$ cat src/rtl/rxdw_pkg.sv
package rxdw_pkg;

    // Descriptor field positions (shared with software)
    localparam int OWN_BIT   = 31;
    localparam int FIRST_BIT = 9;
    localparam int LAST_BIT  = 8;
    localparam int CHAIN_BIT = 14;
    localparam int EOR_BIT   = 15;
    localparam int BLEN_W    = 13;
    localparam int B1_LSB    = 0;
    localparam int B2_LSB    = 16;
    localparam int FLEN_LSB  = 16;
    localparam int FLEN_W    = 14;
    localparam int MIN_FRAME = 14;

    typedef enum logic [3:0] {
        ST_IDLE,
        ST_CHECK,
        ST_RD_W0,
        ST_RD_W1,
        ST_RD_W2,
        ST_RD_W3,
        ST_FILL1,
        ST_FILL2,
        ST_WBACK,
        ST_NEXT,
        ST_DISCARD
    } rxdw_state_e;

endpackage

$ cat src/rtl/rxdw_addr_filter.sv
module rxdw_addr_filter #(
    parameter int LEN_W   = 14,
    parameter int MIN_LEN = 14
) (
    input  logic [47:0]      dst_i,
    input  logic [15:0]      sta_hi_i,
    input  logic [31:0]      sta_lo_i,
    input  logic [LEN_W-1:0] len_i,
    output logic             accept_o
);
    localparam int NBYTES = 6;

    logic [47:0]       station;
    logic [NBYTES-1:0] byte_eq;
    logic [NBYTES-1:0] byte_bc;

    assign station = {sta_hi_i, sta_lo_i};

    for (genvar k = 0; k < NBYTES; k++) begin : g_byte
        assign byte_eq[k] = (dst_i[8*k +: 8] == station[8*k +: 8]);
        assign byte_bc[k] = (dst_i[8*k +: 8] == 8'hFF);
    end

    assign accept_o = ((&byte_eq) || (&byte_bc)) && (len_i >= LEN_W'(MIN_LEN));
endmodule

$ cat src/rtl/rxdw_ptr_unit.sv
module rxdw_ptr_unit #(
    parameter int ADDR_W = 32,
    parameter int STRIDE = 16
) (
    input  logic              clk,
    input  logic              rst_n,
    input  logic              base_wr_i,
    input  logic [ADDR_W-1:0] base_i,
    input  logic              adv_i,
    input  logic              chained_i,
    input  logic              eor_i,
    input  logic [ADDR_W-1:0] link_i,
    output logic [ADDR_W-1:0] ptr_o
);
    localparam logic [ADDR_W-1:0] ALIGN = ~ADDR_W'(3);

    logic [ADDR_W-1:0] base_q;
    logic [ADDR_W-1:0] ptr_q;
    logic [ADDR_W-1:0] ptr_next;

    always_comb begin
        if (chained_i) ptr_next = eor_i ? base_q : (link_i & ALIGN);
        else           ptr_next = ptr_q + ADDR_W'(STRIDE);
    end

    always_ff @(posedge clk or negedge rst_n) begin
        if (!rst_n) begin
            base_q <= '0;
            ptr_q  <= '0;
        end else if (base_wr_i) begin
            base_q <= base_i & ALIGN;
            ptr_q  <= base_i & ALIGN;
        end else if (adv_i) begin
            ptr_q  <= ptr_next;
        end
    end

    assign ptr_o = ptr_q;
endmodule

$ cat src/rtl/rxdw_byte_lane.sv
module rxdw_byte_lane #(
    parameter int LANES = 4
) (
    input  logic [$clog2(LANES)-1:0] lane_i,
    input  logic [7:0]               data_i,
    output logic [LANES-1:0]         be_o,
    output logic [8*LANES-1:0]       wdata_o
);
    for (genvar k = 0; k < LANES; k++) begin : g_lane
        assign be_o[k]          = (lane_i == k[$clog2(LANES)-1:0]);
        assign wdata_o[8*k +: 8] = data_i;
    end
endmodule

$ cat src/rtl/rxdw_sat_counter.sv
module rxdw_sat_counter #(
    parameter int CNT_W = 8
) (
    input  logic             clk,
    input  logic             rst_n,
    input  logic             inc_i,
    output logic [CNT_W-1:0] cnt_o
);
    logic [CNT_W-1:0] cnt_q;

    always_ff @(posedge clk or negedge rst_n) begin
        if (!rst_n)                      cnt_q <= '0;
        else if (inc_i && (cnt_q != '1)) cnt_q <= cnt_q + CNT_W'(1);
    end

    assign cnt_o = cnt_q;
endmodule

$ cat src/rtl/rx_desc_writer.sv
module rx_desc_writer
    import rxdw_pkg::*;
#(
    parameter int ADDR_W     = 32,
    parameter int LEN_W      = 14,
    parameter int CNT_W      = 8,
    parameter int DESC_WORDS = 4
) (
    input  logic              clk,
    input  logic              rst_n,
    input  logic              base_wr_i,
    input  logic [ADDR_W-1:0] base_i,
    input  logic [15:0]       sta_hi_i,
    input  logic [31:0]       sta_lo_i,
    input  logic              frm_valid_i,
    output logic              frm_ready_o,
    input  logic [LEN_W-1:0]  frm_len_i,
    input  logic [47:0]       frm_dst_i,
    input  logic              byte_valid_i,
    input  logic [7:0]        byte_data_i,
    output logic              byte_ready_o,
    output logic              mem_req_o,
    output logic              mem_we_o,
    output logic [ADDR_W-1:0] mem_addr_o,
    output logic [3:0]        mem_be_o,
    output logic [31:0]       mem_wdata_o,
    input  logic              mem_ack_i,
    input  logic [31:0]       mem_rdata_i,
    output logic              rx_done_o,
    output logic              rx_pend_o,
    input  logic              rx_clr_i,
    output logic [CNT_W-1:0]  drop_cnt_o,
    output logic [ADDR_W-1:0] desc_ptr_o
);
    localparam int WORD_BYTES = 4;
    localparam int STRIDE     = DESC_WORDS * WORD_BYTES;

    rxdw_state_e state_q, state_d;

    logic [31:0]       w0_q, w1_q, w2_q, w3_q;
    logic [LEN_W-1:0]  len_q, rem_q;
    logic [47:0]       dst_q;
    logic [BLEN_W-1:0] bcnt_q;
    logic              first_q, pend_q;

    logic              accept;
    logic              adv, cnt_inc;
    logic [ADDR_W-1:0] ptr;
    logic [BLEN_W-1:0] buf1_len, buf2_len, fill_len;
    logic              chained, eor, last, fill_go, in_fill, byte_take;
    logic [ADDR_W-1:0] buf_base, byte_addr;
    logic [3:0]        lane_be;
    logic [31:0]       lane_data, wb_word;

    assign buf1_len  = w1_q[B1_LSB +: BLEN_W];
    assign buf2_len  = w1_q[B2_LSB +: BLEN_W];
    assign chained   = w1_q[CHAIN_BIT];
    assign eor       = w1_q[EOR_BIT];
    assign last      = (rem_q == '0);
    assign in_fill   = (state_q == ST_FILL1) || (state_q == ST_FILL2);
    assign fill_len  = (state_q == ST_FILL1) ? buf1_len : buf2_len;
    assign buf_base  = (state_q == ST_FILL1) ? ADDR_W'(w2_q) : ADDR_W'(w3_q);
    assign byte_addr = buf_base + ADDR_W'(bcnt_q);
    assign fill_go   = (bcnt_q != fill_len) && !last;
    assign byte_take = in_fill && fill_go && byte_valid_i && mem_ack_i;

    rxdw_addr_filter #(.LEN_W(LEN_W), .MIN_LEN(MIN_FRAME)) u_filter (
        .dst_i    (dst_q),
        .sta_hi_i (sta_hi_i),
        .sta_lo_i (sta_lo_i),
        .len_i    (len_q),
        .accept_o (accept)
    );

    rxdw_ptr_unit #(.ADDR_W(ADDR_W), .STRIDE(STRIDE)) u_ptr (
        .clk       (clk),
        .rst_n     (rst_n),
        .base_wr_i (base_wr_i),
        .base_i    (base_i),
        .adv_i     (adv),
        .chained_i (chained),
        .eor_i     (eor),
        .link_i    (ADDR_W'(w3_q)),
        .ptr_o     (ptr)
    );

    rxdw_byte_lane #(.LANES(WORD_BYTES)) u_lane (
        .lane_i  (byte_addr[1:0]),
        .data_i  (byte_data_i),
        .be_o    (lane_be),
        .wdata_o (lane_data)
    );

    rxdw_sat_counter #(.CNT_W(CNT_W)) u_drops (
        .clk   (clk),
        .rst_n (rst_n),
        .inc_i (cnt_inc),
        .cnt_o (drop_cnt_o)
    );

    // Returned word 0
    always_comb begin
        wb_word            = w0_q;
        wb_word[OWN_BIT]   = 1'b0;
        wb_word[FIRST_BIT] = first_q;
        wb_word[LAST_BIT]  = last;
        if (last) wb_word[FLEN_LSB +: FLEN_W] = FLEN_W'(len_q);
    end

    // State register
    always_ff @(posedge clk or negedge rst_n) begin
        if (!rst_n) state_q <= ST_IDLE;
        else        state_q <= state_d;
    end

    // Next state and outputs
    always_comb begin
        state_d      = state_q;
        frm_ready_o  = 1'b0;
        byte_ready_o = 1'b0;
        mem_req_o    = 1'b0;
        mem_we_o     = 1'b0;
        mem_addr_o   = '0;
        mem_be_o     = 4'h0;
        mem_wdata_o  = '0;
        rx_done_o    = 1'b0;
        adv          = 1'b0;
        cnt_inc      = 1'b0;
        unique case (state_q)
            ST_IDLE: begin
                frm_ready_o = !pend_q;
                if (frm_valid_i && !pend_q) state_d = ST_CHECK;
            end
            ST_CHECK: state_d = accept ? ST_RD_W0 : ST_DISCARD;
            ST_RD_W0: begin
                mem_req_o  = 1'b1;
                mem_be_o   = 4'hF;
                mem_addr_o = ptr;
                if (mem_ack_i) begin
                    if (mem_rdata_i[OWN_BIT]) state_d = ST_RD_W1;
                    else begin
                        cnt_inc = 1'b1;
                        state_d = ST_DISCARD;
                    end
                end
            end
            ST_RD_W1: begin
                mem_req_o  = 1'b1;
                mem_be_o   = 4'hF;
                mem_addr_o = ptr + ADDR_W'(4);
                if (mem_ack_i) state_d = ST_RD_W2;
            end
            ST_RD_W2: begin
                mem_req_o  = 1'b1;
                mem_be_o   = 4'hF;
                mem_addr_o = ptr + ADDR_W'(8);
                if (mem_ack_i) state_d = ST_RD_W3;
            end
            ST_RD_W3: begin
                mem_req_o  = 1'b1;
                mem_be_o   = 4'hF;
                mem_addr_o = ptr + ADDR_W'(12);
                if (mem_ack_i) state_d = ST_FILL1;
            end
            ST_FILL1, ST_FILL2: begin
                if (fill_go) begin
                    mem_req_o    = byte_valid_i;
                    mem_we_o     = 1'b1;
                    mem_addr_o   = {byte_addr[ADDR_W-1:2], 2'b00};
                    mem_be_o     = lane_be;
                    mem_wdata_o  = lane_data;
                    byte_ready_o = byte_take;
                end else if (state_q == ST_FILL1 && !last && !chained) begin
                    state_d = ST_FILL2;
                end else begin
                    state_d = ST_WBACK;
                end
            end
            ST_WBACK: begin
                mem_req_o   = 1'b1;
                mem_we_o    = 1'b1;
                mem_be_o    = 4'hF;
                mem_addr_o  = ptr;
                mem_wdata_o = wb_word;
                if (mem_ack_i) state_d = ST_NEXT;
            end
            ST_NEXT: begin
                adv = 1'b1;
                if (last) begin
                    rx_done_o = 1'b1;
                    state_d   = ST_IDLE;
                end else begin
                    state_d   = ST_RD_W0;
                end
            end
            ST_DISCARD: begin
                if (last) state_d = ST_IDLE;
                else      byte_ready_o = byte_valid_i;
            end
            default: state_d = ST_IDLE;
        endcase
    end

    // Datapath registers
    always_ff @(posedge clk or negedge rst_n) begin
        if (!rst_n) begin
            w0_q    <= '0;
            w1_q    <= '0;
            w2_q    <= '0;
            w3_q    <= '0;
            len_q   <= '0;
            rem_q   <= '0;
            dst_q   <= '0;
            bcnt_q  <= '0;
            first_q <= 1'b0;
            pend_q  <= 1'b0;
        end else begin
            if (state_q == ST_IDLE && frm_valid_i && !pend_q) begin
                len_q   <= frm_len_i;
                rem_q   <= frm_len_i;
                dst_q   <= frm_dst_i;
                first_q <= 1'b1;
            end
            if (mem_ack_i && state_q == ST_RD_W0) w0_q <= mem_rdata_i;
            if (mem_ack_i && state_q == ST_RD_W1) w1_q <= mem_rdata_i;
            if (mem_ack_i && state_q == ST_RD_W2) w2_q <= mem_rdata_i;
            if (mem_ack_i && state_q == ST_RD_W3) begin
                w3_q   <= mem_rdata_i;
                bcnt_q <= '0;
            end
            if (in_fill) begin
                if (byte_take) begin
                    bcnt_q <= bcnt_q + BLEN_W'(1);
                    rem_q  <= rem_q - LEN_W'(1);
                end else if (!fill_go) begin
                    bcnt_q <= '0;
                end
            end
            if (state_q == ST_DISCARD && byte_ready_o) rem_q <= rem_q - LEN_W'(1);
            if (state_q == ST_NEXT) first_q <= 1'b0;
            if (state_q == ST_NEXT && last) pend_q <= 1'b1;
            else if (rx_clr_i)              pend_q <= 1'b0;
        end
    end

    assign rx_pend_o  = pend_q;
    assign desc_ptr_o = ptr;
endmodule

$ cat config.mk
export PLATFORM = sky130hd
export DESIGN_NAME = rx_desc_writer
export DESIGN_NICKNAME = d
export VERILOG_FILES = /design/src/rtl/rxdw_pkg.sv /design/src/rtl/rxdw_addr_filter.sv /design/src/rtl/rxdw_ptr_unit.sv /design/src/rtl/rxdw_byte_lane.sv /design/src/rtl/rxdw_sat_counter.sv /design/src/rtl/rx_desc_writer.sv
export SDC_FILE = /design/constraint.sdc
export NUM_CORES = 1
export LEC_CHECK = 0
export BUFFER_PORTS_ARGS = -buffer_cell sky130_fd_sc_hd__buf_2
export CAP_MARGIN = 20
export CORE_ASPECT_RATIO = 0.7
export CORE_MARGIN = 3
export CORE_UTILIZATION = 61
export DETAILED_ROUTE_END_ITERATION = 8
export PLACE_DENSITY = 0.86
export SYNTH_ARGS = -nofsm -noshare
export SYNTH_HDL_FRONTEND = slang
export SYNTH_SLANG_ARGS = --single-unit
$ cat constraint.sdc
create_clock -name clk -period 10.9 [get_ports clk]
set_input_delay 0 -clock clk [delete_from_list [all_inputs] [get_ports clk]]
set_output_delay 0 -clock clk [all_outputs]
set_load 0.02 [all_outputs]
* After elaboration in Yosys (flattened, before gate mapping)
Index checks and enable logic that the tools add are counted.
** Storage, ports and cells
- Register bits after elaboration :: 289
- Input bits :: 189
- Logic and storage cells :: 144
** Operators by class
- $add $sub $neg :: 8
- Order comparisons :: 1
- Eq/ne operators :: 35
- Multiplexer cells :: 52
- Reduce and logical (&&, ||, !) cells :: 34
** Operators with widths (number)
- two-way mux 32 bit :: 7
- case mux 32 bit (5 select lines) :: 1
- two-way mux 14 bit :: 5
- two-way mux 13 bit :: 5
- adder 32 x 4 -> 32 bit, second input constant :: 2
- case mux 32 bit (2 select lines) :: 1
- equality test 8 bit :: 6
- equality test 8 bit, second input constant :: 6
- two-way mux 4 bit :: 12
- case mux 4 bit (10 select lines) :: 1
- adder 32 x 13 -> 32 bit :: 1
- adder 32 x 3 -> 32 bit, second input constant :: 1
- adder 32 x 5 -> 32 bit, second input constant :: 1
- logical AND 1 bit :: 17
- equality test 4 x 3 -> 1 bit, second input constant :: 4
- != test 2 bit, second input constant :: 8
- two-way mux 1 bit :: 15
- >= comparator 14 x 4 -> 1 bit, second input constant :: 1
- zero test 14 bit :: 1
- subtractor 14 x 1 -> 14 bit, second input constant :: 1
- adder 13 x 1 -> 13 bit, second input constant :: 1
- != test 13 bit :: 1
- equality test 4 bit, second input constant :: 3
- AND reduction 6 bit :: 2
- 17 further kinds :: 27

* Logic depth before layout (Yosys ltp)
Gate-level depths: netlist of run 1.
- Depth in word-level cells :: 11
- Mapped depth :: 20

* By module
From an unflattened synthesis of run 1, not the netlist that was laid out.
** Second synthesis, totals
- Cells, all modules :: 1910
- Area total of the unflattened synthesis :: 17590.6 um^2
** By module, submodules not included
- rx_desc_writer :: times used 1, cells each 1363, area an instance 12582.1 um^2
- rxdw_ptr_unit :: times used 1, cells each 391, area an instance 3676.0 um^2
- rxdw_addr_filter :: times used 1, cells each 86, area an instance 658.1 um^2
- rxdw_sat_counter :: times used 1, cells each 34, area an instance 407.9 um^2
- rxdw_byte_lane :: times used 1, cells each 36, area an instance 266.5 um^2

* Worst setup path before layout of run 1
OpenSTA, ideal clock, no wires.
- Path type :: register -> output
- From :: register state_q[0]
- To :: output mem_addr_o[30]
- Arrival time :: 4418 ps
- Data required time :: 10900 ps
- Setup slack :: 6482 ps
- Stages on the path, launching flop included :: 21
- Path buffers :: 6
- Cells stage by stage :: dfrtp_1 buf_2 and4bb_1 buf_4 buf_4 buf_4 clkbuf_1 clkbuf_1 nand2_1 nand2_1 ha_1 inv_1 fa_1 nor2b_1 o31a_1 o21ai_0 o21ai_0 nor3b_1 nor3b_2 xnor2_1 a221o_1
** Between the ends
- Cells in the longest elaborated chain, start to end :: 6
- Elaborated cells between the ends (all ways) :: 16
- Classes of those cells :: add/sub (1); eq/ne (8); mux (4); reduce/logical (3)
** Ends and longest elaborated chain
- start: declaration :: RTL line rx_desc_writer.sv:38 : rxdw_state_e state_q, state_d;
- start signal: assignment :: RTL line rx_desc_writer.sv:113 : else state_q <= state_d;
- parallel branches: the longest is 5 deep, another holds adder 32 x 13 -> 32 bit
- case mux 32 bit (5 select lines) * :: RTL line rx_desc_writer.sv:129 : unique case (state_q)
- end: declaration :: RTL line rx_desc_writer.sv:24 : output logic [ADDR_W-1:0] mem_addr_o,
Mark *: on every way between the ends.

* Final worst setup path of run 1
- From :: register state_q[1]
- To :: output mem_addr_o[30]
Same word-level chain as after synthesis.

==> results by group, run 1 <==
Critical path
  • Worst Path Arrival: 5960 ps
  • Critical-path cell list: and4bb_2 -> buf_4 -> nand2_1 -> nand2_1 -> ha_1 -> inv_1 -> fa_1 -> nor2b_1 -> o31a_1 -> o21ai_0 -> o21ai_0 -> nor3b_1 -> nor3b_2 -> xnor2_1 -> a221o_1 -> buf_2
  • Kind of critical path: reg2out
  • Worst r2r path cells: 9
  • Slowest stage delay, CP: 770 ps
  • Slowest CP cell: o21ai_0
  • Crit. End Element: output pin
  • Max FO, Critical Path: 53
  • Critical Path Source Type: flop
  • Worst endpoint required time: 10900 ps

Die
  • Die X: 205 um
  • Die area: 29800 sq um
  • # rows: 50
  • CORE AREA: 27000 sq um
  • IO Count: 303
  • Chip Height: 145 um
  • Initial core utilization: 0.627

Routing
  • Antenna-violating nets left: 0
  • Via/cell ratio: 6.43
  • Vias: 17128
  • Final WL: 61600 um
  • DRC violations left: 0
  • First drt pass iteration count: 6
  • Starting DRT DRC Count: 2098
  • Routed len/inst: 23.1 um

Power
  • Switching power share of the total: 0.430
  • Comb pwr share: 0.426
  • PD cells: 253 nW/um^2
  • P_leak: 0.00973 uW
  • Clk pwr share: 0.205
  • Flop pwr share: 0.369
  • Cell Int Power: 3020 uW
  • Peak supply drop: 0.191 mV
  • P_sw: 2280 uW

GRT
  • Number of global-route vias before repair: 16683
  • Total GRT Usage: 0.404
  • Gr ovfl total: 0
  • Initial antenna violation count: 1
  • Largest net degree at the start of global routing: 96
  • First-pass GRT wire length: 94900 um

Synthesis
  • Sequential fraction of the synthesis area: 0.419
  • Ys async rst share: 1.00
  • Syn Area/Cell: 8.86 sq um
  • Synth Instances: 1913
  • #FFs+latches synth: 284
  • Synth warn: 0
  • Post-synth EDFFs: 0
  • Main synth FF type: dfrtp_1
  • Synthesized area: 16900 sq um
  • Yosys cell types: 81

Final layout
  • Final core utilization: 0.776
  • Reg area: 7110 sq um
  • Antenna Cells: 0
  • Fin nets: 2491
  • Fillers: 1854
  • Area grow syn2layout: 23.7%
  • Multi-input gate area: 9220 sq um
  • Fraction of layout cells with a size suffix above 1: 0.233

CTS
  • H-tree levels: 1
  • Clk_lat worst skew: 580 ps
  • Max clock buf depth: 3
  • TritonCTS clock tree: built
  • CTS root buf: clkbuf_16
  • CTS Sinks: 284
  • PostCTS Resize Cnt: 0
  • Num CTS Buffers: 28
  • Clock-pin slew on the worst setup and hold paths: 60 ps

STA
  • Final Critical Period: 5960 ps
  • Final setup viols: 0
  • RSZ-0062 raised after global routing: no
  • Period utilization: 0.547
  • Slew HR: 0.272
  • Worst Tran Pin Value: 1090 ps
  • Highest clock rate: 168 MHz
  • Min setup slack post-route: 4940 ps
  • Setup Total Neg Slack: 0 ps
  • Max Clock Skew: 24.0 ps
  • Max Slew Vio Count: 0
  • Final Hold Viols: 0

Place
  • Port Buffers: 296
  • HPWL Detailed: 42500 um
  • Place WS: 5790 ps
  • Final GP Congestion: 0.997

Hold path
  • Hold Crit Depth: 6
  • Worst Hold Class: in2reg

Run
  • Maxcap violations: 0

Run status
  • Status: finished, final reports clean
## layout make-up
cell class / instances / share of cell area
multi-input cells: 1465 / 0.440
clock buffers: 40 / 0.0399
repair buffers: 448 / 0.141
inverters: 54 / 0.00967
flip-flops and latches: 284 / 0.339
clock inverters: 10 / 0.00901
well taps: 364 / 0.0217
## placed cells by master, fill, tap and decap left out, types with 17 or more instances in the layout
master	n
mux2_2	140
xor2_1	64
nor2_1	103
mux2i_1	50
and3_1	18
dfrtp_1	284
nand4_1	39
o21ai_0	146
nor3_1	28
xnor2_1	60
nand2_1	401
inv_1	54
buf_2	295
a21oi_1	98
nor4_1	17
nand3_1	67
clkbuf_16	28
ha_1	19
buf_4	24
dlygate4sd3_1	127
## metal layers
layer	up-vias	track usage	part of all wire	wire length (um)
met3	223	0.106	0.12	7520
met1	8226	0.577	0.39	24300
li1	7447	-	-	-
met4	2	0.143	0.044	2710
met5	-	0	0.00011	7
met2	1230	0.599	0.44	27100
## worst max-delay path: cells and delay by family, from the launching register on
family                     cells  cell delay [ps]
xor gates and xnor gates       1               90
and+or+nand+nor                6             1580
adders and majority gates      2              600
AOI/OAI and AO/OA              4             1520
DFF                            1              750
buffers and inverters          3              800
## per-stage QoR
stage / cell area (sq um) / power, uW / instances / hold WS [ps]
global placement: 18700 / 3970 / 2487 / 62.8
CTS: 20900 / 5190 / 2664 / 48.9
finish: 21000 / 5300 / 2665 / 74.4
detailed placement: 18700 / 4060 / 2487 / 71.2
floorplan: 17000 / 3300 / 1916 / -296
global route: 21000 / 5540 / 2665 / 91.8
## power groups by stage
stage          clock network, uW  logic [uW]  registers (uW)
2_1_floorplan                  0        1540            1760
3_3_place_gp                   0        2060            1910
3_5_place_dp                   0        2140            1930
4_1_cts                     1080        2190            1920
5_1_grt                     1130        2420            1990
6_report                    1090        2260            1950
## logic make-up (layout without fill, tap and decap cells)
logic type | count (synthesis) | in the layout | share of synthesized area
mux | 191 | 191 | 0.123
xor+xnor | 124 | 124 | 0.0641
compound gates | 387 | 387 | 0.142
fa+ha+maj | 21 | 21 | 0.0164
flops | 284 | 284 | 0.419
simple gates | 738 | 738 | 0.196
buf+inv | 167 | 552 | 0.0394
other cells | 1 | 4 | 0.000221
## registers in the layout (all words and copies together), names as in the netlist
register and cells:
dst_q 48, w2_q 32, w3_q 32, u_ptr.base_q 30
u_ptr.ptr_o 30, w0_q 29, w1_q 28, len_q 14
rem_q 14, bcnt_q 13, u_drops.cnt_o 8, state_q 4
first_q 1, rx_pend_o 1
## cell usage after synthesis (all sizes together), types with 16 or more instances
library cell  count  area [sq um]
nand2           402          1520
dfrtp           284          7110
o21ai           151           759
mux2            141          1590
nor2            105           394
a21oi            98           490
clkbuf           82           308
nand3            68           340
xor2             64           561
xnor2            60           526
inv              54           203
mux2i            50           500
nand4            39           244
nor3             32           165
buf              31           156
ha               19           238
and3             18           113
nor4             18           128
a31oi            16           100
## final timing paths
path | start | end | slack (ps)
max | state_q[1] | mem_addr_o[30] | 4940
min | byte_valid_i | bcnt_q[6] | 70
max reg2reg | state_q[1] | rem_q[13] | 6850
min reg2reg | w0_q[15] | w0_q[15] | 510
max in group asynchronous | rst_n | w1_q[19] | 8570
min in group asynchronous | rst_n | u_ptr.base_q[4] | 80
## repair_timing
action | CTS | global route
buffers inserted | 0 | 0
hold endpoints to repair | 363 | 0
hold buffers | 127 | 0
Note: power is estimated with default switching activity, not from simulation.
==> inputs of run 2 (changes only) <==
--- a/config.mk
+++ b/config.mk
@@ -9,9 +9,9 @@
 export CAP_MARGIN = 20
 export CORE_ASPECT_RATIO = 0.7
 export CORE_MARGIN = 3
-export CORE_UTILIZATION = 61
+export CORE_UTILIZATION = 57
 export DETAILED_ROUTE_END_ITERATION = 8
-export PLACE_DENSITY = 0.86
+export PLACE_DENSITY = 0.81
 export SYNTH_ARGS = -nofsm -noshare
 export SYNTH_HDL_FRONTEND = slang
 export SYNTH_SLANG_ARGS = --single-unit
==> constraint.sdc (replaced) <==
create_clock -name clk -period 5.9 [get_ports clk]
set_input_delay 0 -clock clk [delete_from_list [all_inputs] [get_ports clk]]
set_output_delay 0 -clock clk [all_outputs]
set_load 0.02 [all_outputs]
==> run 2 against run 1 <==
Global-route usage down 3.2 points. Worst setup slack lost 4500 ps. Sequential cell count unchanged. Critical endpoint unchanged.
==> results by group, run 2 (synthesized netlist as in run 1, its figures left out) <==
Run status
  • Status: finished, final reports clean (unchanged)

Critical path
  • Worst Path Arrival: 5490 ps (was 5960 ps)
  • Critical path launch point: state_q[3] (was state_q[1])
  • Kind of critical path: reg2out (unchanged)
  • Crit. End Element: output pin (unchanged)
  • Max FO, Critical Path: 17 (was 53)
  • Worst r2r path cells: 9 (unchanged)
  • Worst endpoint required time: 5900 ps (was 10900 ps)
  • R2r setup slk: 1530 ps (was 6850 ps)
  • Critical Path Source Type: flop (unchanged)
  • Worst R2R Start: state_q[1] (unchanged)
  • FF-to-FF End: rem_q[13] (unchanged)

Die
  • Initial core utilization: 0.583 (was 0.627)
  • Die X: 212 um (was 205 um)
  • # rows: 52 (was 50)
  • IO Count: 303 (unchanged)
  • Chip Height: 150 um (was 145 um)
  • CORE AREA: 29100 sq um (was 27000 sq um)
  • Die area: 31900 sq um (was 29800 sq um)

Final layout
  • Fillers: 2123 (was 1854)
  • Largest register FFs: 48 (unchanged)
  • Largest regs: dst_q: 48 flops, w2_q: 32 flops, w3_q: 32 flops (unchanged)
  • Fin nets: 2498 (was 2491)
  • Most frequent cells in the layout: 401 x nand2_1, 295 x buf_2, 284 x dfrtp_1, 145 x o21ai_0, 140 x mux2_2 (was 401 x nand2_1, 295 x buf_2, 284 x dfrtp_1, 146 x o21ai_0, 140 x mux2_2)
  • Final instance area: 21000 sq um (about the same)
  • Most flop-heavy register: dst_q (unchanged)
  • Fraction of layout cells with a size suffix above 1: 0.233 (about the same)
  • Area grow syn2layout: 23.9% (was 23.7%)
  • Commonest non-fill, non-tap cell in the layout: nand2_1 (unchanged)

STA
  • Worst hold slack: 37.8 ps (was 74.4 ps)
  • Max Slew Vio Count: 0 (unchanged)
  • Slew HR: 0.235 (was 0.272)
  • Highest clock rate: 182 MHz
  • Final setup viols: 0 (unchanged)
  • Min setup slack post-route: 409 ps (was 4940 ps)
  • Worst Tran Pin Value: 1150 ps (was 1090 ps)
  • Period utilization: 0.931
  • Final Critical Period: 5490 ps
  • Setup Total Neg Slack: 0 ps (unchanged)
  • Final Hold Viols: 0 (unchanged)
  • RSZ-0062 raised after global routing: no (unchanged)
  • Max Clock Skew: 14.3 ps (was 24.0 ps)

Routing
  • Vias: 17153 (was 17128)
  • Final WL: 61100 um (was 61600 um)
  • Starting DRT DRC Count: 2058 (was 2098)
  • Via/cell ratio: 6.38 (was 6.43)
  • DRC violations left: 0 (unchanged)
  • First drt pass iteration count: 6 (unchanged)
  • Antenna-violating nets left: 0 (unchanged)
  • Routed len/inst: 22.7 um (was 23.1 um)

Power
  • PD cells: 462 nW/um^2 (was 253 nW/um^2)
  • Switching power share of the total: 0.435 (was 0.430)
  • P_leak: 0.00974 uW (was 0.00973 uW)
  • Tot Pwr: 9700 uW (was 5300 uW)
  • P_sw: 4220 uW (was 2280 uW)
  • Comb pwr share: 0.428 (was 0.426)
  • Clk pwr share: 0.199 (was 0.205)
  • Cell Int Power: 5480 uW (was 3020 uW)
  • Flop pwr share: 0.373 (was 0.369)
  • Peak supply drop: 0.309 mV (was 0.191 mV)

Place
  • HPWL Detailed: 42200 um (was 42500 um)
  • Final GP Congestion: 1.00 (was 0.997)
  • Place WS: 1090 ps (was 5790 ps)
  • Port Buffers: 296 (unchanged)
  • Cell Area, Placed: 18700 sq um (about the same)

CTS
  • Clk_lat worst skew: 590 ps (was 580 ps)
  • Clock-pin slew on the worst setup and hold paths: 70 ps (was 60 ps)
  • Max clock buf depth: 3 (unchanged)
  • Num CTS Buffers: 29 (was 28)
  • TritonCTS clock tree: built (unchanged)
  • CTS Sinks: 284 (unchanged)
  • CTS root buf: clkbuf_16 (unchanged)
  • Post-CTS Setup Bufs: 0 (unchanged)
  • H-tree levels: 1 (unchanged)

GRT
  • Total GRT Usage: 0.372 (was 0.404)
  • Gr ovfl total: 0 (unchanged)
  • Number of global-route vias before repair: 16394 (was 16683)
  • Initial antenna violation count: 3 (was 1)
  • First-pass GRT wire length: 92300 um (was 94900 um)
  • Largest net degree at the start of global routing: 186 (was 96)

Hold path
  • Worst Hold Class: in2async (was in2reg)

Run
  • Maxcap violations: 0 (unchanged)
run 2: changes by cell type in the layout (fill, tap and decap cells not counted), moves of 2 or more:
cell           previous run  this run
buf_4                    24        26
dlygate4sd3_1           127       129
diode_2                   0         2
clkbuf_1                  3         7
clkbuf_8                  9         7
bufinv_16                 5         2
run 2: area by class of cell:
class,count,area [sq um],share of cell area
Multi-Input combinational cell,1465,9200,0.438
Inverter,54,203,0.00966
Clock inverter,10,135,0.00644
Tap cell,378,473,0.0225
Clock buffer,43,848,0.0404
Sequential cell,284,7110,0.339
Antenna cell,2,5.00,0.000238
Timing Repair Buffer,454,3020,0.144
run 2: worst max-delay path by stage:
stage	depth (start not counted)	endpoint
floorplan	20	mem_addr_o[30]
global placement	16	mem_addr_o[30]
detailed placement	16	mem_addr_o[30]
CTS	16	mem_addr_o[30]
global route	16	mem_addr_o[30]
finish	16	mem_addr_o[30]
run 2: worst max-delay path: stages, from the launching register on:
cell,delay [ps]
dfrtp_1,700
nand4bb_1,580
buf_4,280
nand2_1,70
nand2_1,70
ha_1,200
inv_1,70
fa_1,390
nor2b_1,190
o31a_1,170
o21ai_0,180
o21ai_1,510
nor3b_1,550
nor3b_2,280
xnor2_1,90
a221o_1,390
buf_2,170
run 2: metrics by stage:
step / cells / util
after floorplan: 1916 / -
after detailed placement: 2504 / 0.643
after CTS: 2686 / 0.721
after global routing: 2688 / 0.722
final: 2690 / 0.722
after global placement: 2504 / 0.643
run 2: power groups by stage:
stage	Combinational (uW)	Clock (uW)	Sequential [uW]
global placement	3800	0	3520
global route	4460	2010	3680
detailed placement	3930	0	3570
floorplan	2850	0	3240
CTS	4030	1930	3550
finish	4150	1930	3620
run 2: layer usage:
metal / track usage / up-vias / share of wire
met5: 0 / - / 0.00059
met4: 0.141 / 6 / 0.046
met3: 0.112 / 258 / 0.13
met2: 0.548 / 1177 / 0.43
met1: 0.519 / 8241 / 0.40
li1: - / 7471 / -
run 2: repair_timing:
action / in CTS / in global routing
setup endpoints to repair: 0 / 1
hold buffers: 129 / 0
resized for setup: 0 / 1
endpoints found under the hold margin: 365 / 0
==> inputs of run 3 (changes only) <==
==> constraint.sdc (replaced) <==
create_clock -name clk -period 5.9 [get_ports clk]
set_input_delay 0 -clock clk [delete_from_list [all_inputs] [get_ports clk]]
set_output_delay 0 -clock clk [all_outputs]
set_load 0.05 [all_outputs]
==> run 3 against run 2 <==
Clock skew is 24 ps higher. Total power grew 6.9%. Clock-buffer cell count is 7 lower. Critical endpoint is now mem_addr_o[26]. Largest power group unchanged.
==> results by group, run 3 (synthesized netlist as in run 1, its figures left out) <==
CTS
  • Num CTS Buffers: 28 (was 29)
  • Clock-pin slew on the worst setup and hold paths: 70 ps (about the same)
  • H-tree levels: 1 (unchanged)
  • Clk_lat worst skew: 580 ps (was 590 ps)
  • CTS Sinks: 284 (unchanged)
  • CTS root buf: clkbuf_16 (unchanged)
  • Max clock buf depth: 3 (unchanged)
  • TritonCTS clock tree: built (unchanged)

Place
  • Port Buffers: 296 (unchanged)
  • Final GP Congestion: 1.01 (was 1.00)
  • HPWL Detailed: 43100 um (was 42200 um)
  • Place WS: 1040 ps (was 1090 ps)
  • # placed instances: 2503 (was 2504)

Routing
  • DRC violations left: 0 (unchanged)
  • Routed len/inst: 22.8 um (was 22.7 um)
  • First drt pass iteration count: 5 (was 6)
  • Via/cell ratio: 6.34 (was 6.38)
  • Antenna-violating nets left: 0 (unchanged)
  • Starting DRT DRC Count: 2082 (was 2058)
  • Vias: 17028 (was 17153)
  • Final WL: 61100 um (about the same)

STA
  • Final setup viols: 0 (unchanged)
  • Setup Total Neg Slack: 0 ps (unchanged)
  • Min setup slack post-route: 226 ps (was 409 ps)
  • Period utilization: 0.962 (was 0.931)
  • Highest clock rate: 176 MHz (was 182 MHz)
  • Slew HR: 0.293 (was 0.235)
  • Max Slew Vio Count: 0 (unchanged)
  • Final Critical Period: 5670 ps (was 5490 ps)
  • Max Clock Skew: 37.9 ps (was 14.3 ps)
  • RSZ-0062 raised after global routing: no (unchanged)
  • Worst Tran Pin Value: 1050 ps (was 1150 ps)
  • Final Hold Viols: 0 (unchanged)

Run
  • Maxcap violations: 0 (unchanged)

GRT
  • Gr ovfl total: 0 (unchanged)
  • Initial antenna violation count: 2 (was 3)
  • Total GRT Usage: 0.372 (about the same)
  • Number of global-route vias before repair: 16086 (was 16394)
  • First-pass GRT wire length: 92200 um (was 92300 um)
  • Routing usage on met1: 0.533 (was 0.519)
  • Largest net degree at the start of global routing: 171 (was 186)
  • GRT met3 Usage: 0.106 (was 0.112)
  • Met2 Use GR: 0.551 (was 0.548)
  • Grt peak-use layer: met2 (unchanged)

Final layout
  • Commonest non-fill, non-tap cell in the layout: nand2_1 (unchanged)
  • Fraction of layout cells with a size suffix above 1: 0.232 (was 0.233)
  • Antenna Cells: 0 (was 2)
  • Fin nets: 2496 (was 2498)
  • Largest regs: dst_q: 48 flops, w2_q: 32 flops, w3_q: 32 flops (unchanged)
  • Post-route insts no fill: 2684 (was 2690)
  • Final core utilization: 0.722 (about the same)
  • Area grow syn2layout: 23.9% (about the same)
  • Most flop-heavy register: dst_q (unchanged)
  • Largest register FFs: 48 (unchanged)
  • Most frequent cells in the layout: 401 x nand2_1, 295 x buf_2, 284 x dfrtp_1, 146 x o21ai_0, 140 x mux2_2 (was 401 x nand2_1, 295 x buf_2, 284 x dfrtp_1, 145 x o21ai_0, 140 x mux2_2)

Die
  • # rows: 52 (unchanged)
  • Die area: 31900 sq um (unchanged)
  • Die X: 212 um (unchanged)
  • Initial core utilization: 0.583 (unchanged)
  • CORE AREA: 29100 sq um (unchanged)
  • Chip Height: 150 um (unchanged)
  • IO Count: 303 (unchanged)

Hold path
  • Worst Hold Class: in2reg (was in2async)

Critical path
  • Worst endpoint required time: 5900 ps (about the same)
  • Max FO, Critical Path: 28 (was 17)
  • Critical Path Source Type: flop (unchanged)
  • Crit. End Element: output pin (unchanged)
  • Kind of critical path: reg2out (unchanged)
  • Worst Path Arrival: 5670 ps (was 5490 ps)

Power
  • Peak supply drop: 0.418 mV (was 0.309 mV)
  • PD cells: 494 nW/um^2 (was 462 nW/um^2)
  • P_leak: 0.00972 uW (was 0.00974 uW)

Run status
  • Status: finished, final reports clean (unchanged)
## run 3: per-stage QoR
step,cell area (sq um),power [uW],hold WS [ps]
finish,21000,10400,104
global route,21000,10800,150
CTS,21000,10200,77.8
detailed placement,18700,8160,155
global placement,18700,8000,133
floorplan,17000,6760,-296
## run 3: final timing paths
check | from | to | slack, ps | cells past startpoint
min in group asynchronous | rst_n | u_ptr.base_q[8] | 130 | 2
hold reg to reg | len_q[0] | len_q[0] | 480 | 2
setup reg to reg | state_q[1] | rem_q[13] | 1810 | 9
setup / recovery | state_q[0] | mem_addr_o[26] | 230 | 16
max in group asynchronous | rst_n | dst_q[17] | 4360 | 3
hold / removal | sta_lo_i[2] | state_q[3] | 100 | 7
## run 3: power breakdown
| group | total (uW) | switching, uW | leakage [uW] | internal (uW) |
|---|---|---|---|---|
| combinational | 4780 | 3080 | 0.00575 | 1690 |
| clock | 1960 | 816 | 0.000469 | 1140 |
| sequential | 3630 | 947 | 0.00350 | 2690 |
| total | 10400 | 4840 | 0.00972 | 5520 |
## run 3: layout make-up
| cell class | count | area, sq um |
|---|---|---|
| Clock buffer | 36 | 771 |
| Clock inverter | 14 | 223 |
| Fill cell | 2173 | 8100 |
| Inverter | 54 | 203 |
| Multi-Input combinational cell | 1465 | 9200 |
| Sequential cell | 284 | 7110 |
| Tap cell | 378 | 473 |
| Timing Repair Buffer | 453 | 3010 |
## run 3: worst max-delay path, cell delays in order (launching register included)
cell and delay [ps]:
dfrtp_1 690, nand4bb_1 280, buf_4 390, nand2_1 90, nand2_1 80, ha_1 190
inv_1 70, fa_1 410, nor2b_1 170, o31a_1 170, o21ai_0 180, o21ai_0 740
nor3b_1 590, nand2_1 130, xnor2_1 150, o21ai_0 380, buf_2 350
## run 3: what timing repair did
item / CTS / global route
hold endpoints to repair: 380 / 0
gates resized for setup: 0 / 0
buffers inserted: 0 / 0
hold buffers: 131 / 0
## run 3: per-layer routing
layer	wire length, um	share of wire	vias to the layer above
met2	26700	0.44	1052
met5	29	0.00047	-
met4	2090	0.034	4
li1	-	-	7459
met1	25200	0.41	8319
met3	7110	0.12	194
